===== config.mk =====
export PLATFORM = sky130hd
export DESIGN_NAME = uart_flow_ctl
export DESIGN_NICKNAME = d
export VERILOG_FILES = /design/src/rtl/uart_flow_pkg.sv /design/src/rtl/cts_sync.sv /design/src/rtl/rts_hyst.sv /design/src/rtl/tx_gate.sv /design/src/rtl/uart_flow_ctl.sv
export SDC_FILE = /design/constraint.sdc
export NUM_CORES = 1
export LEC_CHECK = 0
export ABC_AREA = 1
export BUFFER_PORTS_ARGS = -buffer_cell sky130_fd_sc_hd__buf_2
export CORE_AREA = 8 8 45 47
export CTS_CLUSTER_SIZE = 10
export DETAILED_ROUTE_END_ITERATION = 16
export DIE_AREA = 0 0 53 55
export PLACE_DENSITY = 0.57
export SLEW_MARGIN = 0
export SYNTH_ARGS = -nofsm -noshare
export SYNTH_HDL_FRONTEND = slang
export SYNTH_SLANG_ARGS = --single-unit

===== constraint.sdc =====
create_clock -name clk_i -period 2.58 [get_ports clk_i]
set_input_delay 0.129 -clock clk_i [delete_from_list [all_inputs] [get_ports clk_i]]
set_output_delay 0.129 -clock clk_i [all_outputs]
set_load 0.01 [all_outputs]

===== src/rtl/uart_flow_pkg.sv =====
package uart_flow_pkg;
  localparam int unsigned SEL_W = 2;

  function automatic int unsigned lvl_of(input logic [SEL_W-1:0] sel,
                                         input int unsigned l0, input int unsigned l1,
                                         input int unsigned l2, input int unsigned l3);
    case (sel)
      2'd0:    return l0;
      2'd1:    return l1;
      2'd2:    return l2;
      default: return l3;
    endcase
  endfunction

  // level one code below; code 0 means empty
  function automatic int unsigned lower_of(input logic [SEL_W-1:0] sel,
                                           input int unsigned l0, input int unsigned l1,
                                           input int unsigned l2, input int unsigned l3);
    if (sel == '0) return 0;
    return lvl_of(sel - 1'b1, l0, l1, l2, l3);
  endfunction
endpackage


===== src/rtl/cts_sync.sv =====
module cts_sync #(
  parameter int unsigned STAGES = 2
) (
  input  logic clk_i,
  input  logic rst_ni,
  input  logic d_i,
  output logic q_o
);
  logic [STAGES-1:0] ff_q;

  always_ff @(posedge clk_i or negedge rst_ni) begin
    if (!rst_ni) ff_q <= '1;
    else         ff_q <= {ff_q[STAGES-2:0], d_i};
  end

  assign q_o = ff_q[STAGES-1];
endmodule


===== src/rtl/rts_hyst.sv =====
module rts_hyst
  import uart_flow_pkg::*;
#(
  parameter int unsigned CNT_W = 5,
  parameter int unsigned LVL0  = 1,
  parameter int unsigned LVL1  = 4,
  parameter int unsigned LVL2  = 8,
  parameter int unsigned LVL3  = 14
) (
  input  logic             clk_i,
  input  logic             rst_ni,
  input  logic             auto_i,
  input  logic [CNT_W-1:0] count_i,
  input  logic [SEL_W-1:0] sel_i,
  input  logic             wr_i,
  input  logic             wdata_i,
  output logic             rts_no,
  output logic             ctl_o
);
  logic [CNT_W-1:0] hi_lvl, lo_lvl;
  logic             pin_d, pin_q, ctl_d, ctl_q;

  always_comb begin
    hi_lvl = CNT_W'(lvl_of(sel_i, LVL0, LVL1, LVL2, LVL3));
    lo_lvl = CNT_W'(lower_of(sel_i, LVL0, LVL1, LVL2, LVL3));
  end

  always_comb begin
    if (auto_i) begin
      if (count_i >= hi_lvl)      pin_d = 1'b1;
      else if (count_i <= lo_lvl) pin_d = 1'b0;
      else                        pin_d = pin_q;
      ctl_d = ~pin_d;             // mirror keeps handover glitch-free
    end else begin
      pin_d = ~ctl_q;
      ctl_d = wr_i ? wdata_i : ctl_q;
    end
  end

  always_ff @(posedge clk_i or negedge rst_ni) begin
    if (!rst_ni) begin
      pin_q <= 1'b1;
      ctl_q <= 1'b0;
    end else begin
      pin_q <= pin_d;
      ctl_q <= ctl_d;
    end
  end

  assign rts_no = pin_q;
  assign ctl_o  = ctl_q;
endmodule


===== src/rtl/tx_gate.sv =====
module tx_gate (
  input  logic auto_i,
  input  logic cts_sync_ni,
  input  logic ready_i,
  output logic start_o
);
  assign start_o = ready_i & (~auto_i | ~cts_sync_ni);
endmodule


===== src/rtl/uart_flow_ctl.sv =====
module uart_flow_ctl
  import uart_flow_pkg::*;
#(
  parameter int unsigned DEPTH       = 16,
  parameter int unsigned SYNC_STAGES = 2,
  parameter int unsigned LVL0        = 1,
  parameter int unsigned LVL1        = 4,
  parameter int unsigned LVL2        = 8,
  parameter int unsigned LVL3        = 14,
  localparam int unsigned CNT_W      = $clog2(DEPTH + 1)
) (
  input  logic             clk_i,
  input  logic             rst_ni,
  input  logic [CNT_W-1:0] rx_count_i,
  input  logic [SEL_W-1:0] trig_sel_i,
  input  logic             auto_rts_en_i,
  input  logic             auto_cts_en_i,
  input  logic             rts_wr_i,
  input  logic             rts_wdata_i,
  input  logic             cts_ni,
  input  logic             tx_ready_i,
  output logic             rts_no,
  output logic             rts_ctl_o,
  output logic             tx_start_o
);
  logic cts_s_n;

  rts_hyst #(
    .CNT_W(CNT_W), .LVL0(LVL0), .LVL1(LVL1), .LVL2(LVL2), .LVL3(LVL3)
  ) u_rts (
    .clk_i   (clk_i),
    .rst_ni  (rst_ni),
    .auto_i  (auto_rts_en_i),
    .count_i (rx_count_i),
    .sel_i   (trig_sel_i),
    .wr_i    (rts_wr_i),
    .wdata_i (rts_wdata_i),
    .rts_no  (rts_no),
    .ctl_o   (rts_ctl_o)
  );

  cts_sync #(.STAGES(SYNC_STAGES)) u_sync (
    .clk_i  (clk_i),
    .rst_ni (rst_ni),
    .d_i    (cts_ni),
    .q_o    (cts_s_n)
  );

  tx_gate u_gate (
    .auto_i      (auto_cts_en_i),
    .cts_sync_ni (cts_s_n),
    .ready_i     (tx_ready_i),
    .start_o     (tx_start_o)
  );
endmodule


-- Word level (Yosys, flattened, before mapping)
Index checks and enable logic that the tools add are counted.
W data, S select, Z words.
- bits in registers: 4
- bits of input ports: 15
- output and inout bits: 3
- word-level logic and storage cells: 29
- add/sub/neg operators: 1
- order comparisons: 2
- eq/ne operators: 4
- multiplexer cells: 10
- bitwise operators: 6
- reduce and logical (&&, ||, !) cells: 3
- operator list (operator ; count):
    $pmux W4 S3 ; 2
    $mux W1 ; 7
    $ge A5 B4 Y1 ; 1
    $le A5 B5 Y1 ; 1
    $mux W5 ; 1
    $eq A2 B1 Y1 const B ; 2
    $eq A2 B2 Y1 const B ; 2
    $logic_not A2 Y1 ; 2
    $not A1 Y1 ; 4
    $reduce_bool A2 Y1 ; 1
    $sub A2 B1 Y2 const B ; 1
    $and A1 B1 Y1 ; 1
    $or A1 B1 Y1 ; 1

-- Depth between registers and ports, before layout
- word-level depth: 10
- gate-level depth with buffers: 9
- mapped depth without buffers: 9

-- Modules after synthesis
A second synthesis with hierarchy kept.
- cells, all modules: 63
- area, all modules: 419.2 sq um
- by module, submodules not included (module ; times used ; cells an instance ; area an instance (sq um) ; sequential area each (sq um)):
    rts_hyst ; 1 ; 59 ; 354.1 ; 51.3
    cts_sync ; 1 ; 2 ; 52.6 ; 52.6
    tx_gate ; 1 ; 2 ; 12.5 ; 0.0

-- Worst setup path after synthesis
OpenSTA, ideal clock, no wires.
- path kind: in2reg
- from: in trig_sel_i[0]
- to: reg u_rts.pin_q, in the netlist u_rts.rts_no
- setup time: 0.077 ns
- data arrival time: 1.021 ns
- data required time: 2.503 ns
- setup slack: 1.482 ns
- cell stages on the path: 8
- buffers on the path: 0
- path through: inv_1 > nand2_1 > ha_1 > nand3_1 > o21a_1 > nand2_1 > nand3_1 > and2_1
- cells in the longest elaborated chain, start to end: 9
- elaborated cells between the ends (all ways): 17
- those cells by class: add/sub (1); order compare (2); eq/ne (4); mux (8); reduce/logical (2)
- RTL lines (what ; RTL line ; text):
    from (decl) ; uart_flow_ctl.sv:15 ; input logic [SEL_W-1:0] trig_sel_i,
    $sub A2 B1 Y2 ; uart_flow_pkg.sv:20 ; return lvl_of(sel - 1'b1, l0, l1, l2, l3);
    $eq A2 B2 Y1 (tied with other cells) ; uart_flow_pkg.sv:7 ; case (sel)
    $pmux W4 S3 ; uart_flow_pkg.sv:7 ;
    $mux W5 ; uart_flow_pkg.sv:20 ;
    $le A5 B5 Y1 ; rts_hyst.sv:31 ; else if (count_i <= lo_lvl) pin_d = 1'b0;
    $mux W1 ; rts_hyst.sv:31 ;
    $mux W1 (*) ; rts_hyst.sv:30 ; if (count_i >= hi_lvl) pin_d = 1'b1;
    $mux W1 (*) (2 in a row) ; rts_hyst.sv:29 ; if (auto_i) begin
    named net u_rts.pin_d ; rts_hyst.sv:21 ; logic pin_d, pin_q, ctl_d, ctl_q;
    to (signal assigned) ; rts_hyst.sv:45 ; pin_q <= pin_d;
    to (decl) ; rts_hyst.sv:21 ;
The timed path passes the listed nets; every way through them passes the cells marked *. The select of a mux whose other input is x is not followed.
A chain may end at the register's enable or synchronous reset.

-- Worst setup path after layout
- from: in trig_sel_i[1]
- to: reg u_rts.ctl_q, in the netlist u_rts.ctl_o
- cells in the longest elaborated chain, start to end: 10
- elaborated cells between the ends (all ways): 18
- those cells by class: add/sub (1); order compare (2); eq/ne (4); mux (8); bitwise (1); reduce/logical (2)
- RTL lines (what ; RTL line ; text):
    $sub A2 B1 Y2 ; uart_flow_pkg.sv:20 ;
    $eq A2 B2 Y1 (tied with other cells) ; uart_flow_pkg.sv:7 ;
    $pmux W4 S3 ; uart_flow_pkg.sv:7 ;
    $mux W5 ; uart_flow_pkg.sv:20 ;
    $le A5 B5 Y1 ; rts_hyst.sv:31 ;
    $mux W1 ; rts_hyst.sv:31 ;
    $mux W1 (*) ; rts_hyst.sv:30 ;
    $mux W1 (*) ; rts_hyst.sv:29 ;
    $not A1 Y1 (*) ; rts_hyst.sv:33 ; ctl_d = ~pin_d;
    $mux W1 (*) ; rts_hyst.sv:29 ;
    to (signal assigned) ; rts_hyst.sv:46 ; ctl_q <= ctl_d;
    to (decl) ; rts_hyst.sv:21 ;
Mark *: on every way between the ends. The rest lies on a longest branch, timed or not. The select of a mux whose other input is x is not followed.

==> run metrics <==
Clock Latency Late Sink 230 ps; initial antenna violation count 0; n_diodes 0; buffers added on ports 17; largest cells by area after synthesis ha_1 25%, dfstp_2 20%, nand2_1 12%, inv_1 10%, dfrtp_1 6.3%; initial core utilization 28.9%; via count 420; fin crit share 41.6%; Comb power frac 29.6%; H-tree depth 1; fmax 932 MHz; Core Region 0.00138 mm^2; Slew Limit Fails 0; WP data required 2740 ps; cell count after synthesis 57; dpl ws 1270 ps; flops & latches, synth 4; sequential-to-total area share from yosys stat 25.9%; Internal 0.160 mW; Worst path slowest cell ha_1; max incr delay on CP 330 ps; Cell Area, Synth 400 um^2; Iteration-0 DRC Markers 8; vias in the first global route 422; CTS Sinks 4; pin count of the biggest net entering global routing 6; Syn Nets 80; CP Cell Sequence buf_2, nand2_1, ha_1, nand2_1, nand2_1, nand3b_1, nand2_1, nand3_1, a21oi_1; Chip Height 55 um; drc violations 0; layout cells sized above 1 28.7%; most used cell, CP nand2_1; outcome complete, no violations; Finished Core Util 39.9%; worst vdd ir 0.201 mV; clk_skew 0.0275 ps; area delta synth->final 37.8%; Crit Path Class primary input to flop; cell row count 14; IO Pins 18; drt pass-1 iters 4; die width 53 um; Avg Inst Size Synth 7.02 um^2; Leak 0.312 nW; postcts setup bufs 0; last weighted congestion value of the routability-driven placer 0.801; global-route wire length before repair 1.51 mm; switching pwr 0.0610 mW; post-route minimum period 1070 ps; min-delay worst type primary input to flop; CTS clk-pin slew, worst paths 40 ps; WP buf/inv 1; TritonCTS clock tree yes; crit path DAT 1230 ps; Post-DRT Antenna Nets 0; setup TNS 0 ps; Die ar. 0.00292 mm^2; final hold viol count 0; routed len/inst 9.38 um; post-DR vias/cell 4.38; Nets 104; Worst Setup End Kind flop; CTS root buffer clkbuf_4; crit path max fanout 5; CTS buffer count 3; gr ovfl total 0; CP Launch Type primary input; Routed WL 900 um; RSZ-0062 raised after global routing false; gr usage total 6.63%; pwr dens 400 mW/mm^2; post-synth cell types 16; total power 0.221 mW; sequential share of power 33.0%; Ys Warns 0; final setup vio count 0; Worst Slack Setup Final 1510 ps; Synth area leader ha_1; Switching Share 27.7%; top-area cell type share of the netlist area 25.0%; dpl hpwl 768 um; Bufs on Longest Clock Path 2; Clock power frac 37.4%; cell family with most CP delay simple AND/OR/NAND/NOR gates; final hold slack 189 ps; max_cap viols 0
==> timing repair <==
action	CTS	global route
hold buffers	2	0
gates resized for setup	0	0
setup endpoints to repair	0	0
hold endpoints to repair	5	0
==> power groups by stage <==
stage	logic [mW]	clock network [mW]	registers, mW
floorplan	0.0362	0	0.0748
global placement	0.0631	0	0.0735
detailed placement	0.0638	0	0.0735
CTS	0.0665	0.0859	0.0729
global route	0.0767	0.0882	0.0735
finish	0.0653	0.0824	0.0729
==> stage by stage <==
stage	instances	instance area (um^2)
4_1_cts	96	552
2_1_floorplan	57	400
6_report	96	552
3_3_place_gp	90	505
3_5_place_dp	90	505
5_1_grt	96	552
==> flip-flops by register name, indices dropped and copies added, names as in the netlist <==
name,count
u_rts.rts_no,1
u_sync.ff_q,2
u_rts.ctl_o,1
==> worst register-to-register path, stage by stage, from the launching register on <==
cell and delay (ps):
dfstp_2 520, o21a_1 110, nand2_1 50, nand3_1 90
a21oi_1 70
==> final cells by class <==
type | count | area, um^2
Inverter | 11 | 41.3
Fill cell | 150 | 832
Tap cell | 16 | 20.0
Sequential cell | 4 | 104
Timing Repair Buffer | 19 | 105
Multi-Input combinational cell | 42 | 255
Clock buffer | 4 | 26.3
==> cells in the final DEF (no fill, tap or decap), types with 2 or more instances in the layout <==
master	count
buf_2	17
nand2_1	13
inv_1	11
ha_1	8
nor2_1	6
nand3_1	5
clkbuf_4	3
dfstp_2	3
nor3_1	2
dlygate4sd3_1	2
==> cells in the mapped netlist, drive strengths merged <==
| master | instances |
|---|---|
| nand2 | 13 |
| inv | 11 |
| ha | 8 |
| nor2 | 6 |
| nand3 | 5 |
| dfstp | 3 |
| nor3 | 2 |
| a21boi | 1 |
| a21oi | 1 |
| and2 | 1 |
| conb | 1 |
| dfrtp | 1 |
| nand3b | 1 |
| nand4 | 1 |
| o21a | 1 |
| o21ai | 1 |
==> final timing paths <==
path | cells after the start | slack, ps | to | startpoint
worst max-delay path | 9 | 1510 | u_rts.ctl_o | trig_sel_i[1]
worst min-delay path | 3 | 190 | u_rts.ctl_o | rts_wr_i
worst max register to register | 4 | 1630 | u_rts.ctl_o | u_rts.rts_no
worst min register to register | 0 | 350 | u_sync.ff_q[1] | u_sync.ff_q[0]
max in group asynchronous | 2 | 2120 | u_sync.ff_q[0] | rst_ni
min in group asynchronous | 2 | 250 | u_rts.ctl_o | rst_ni
==> layer usage <==
layer,global-route usage (%),part of all wire (%),up-vias
met2,12.7,49,14
li1,-,-,227
met4,2.59,0,0
met1,6.73,44,179
met3,1.60,7.0,0
met5,0,0,-
==> cell families (layout without fill, tap and decap cells) <==
| group | Yosys count | in the layout | synth area share, % |
|---|---|---|---|
| AOI/OAI and AO/OA | 4 | 4 | 6.25 |
| and+or+nand+nor | 29 | 29 | 31.6 |
| other | 1 | 1 | 0.937 |
| buffers and inverters | 11 | 34 | 10.3 |
| adders and majority gates | 8 | 8 | 25.0 |
| DFF | 4 | 4 | 25.9 |
No activity file was read; power rests on OpenSTA's default activity.
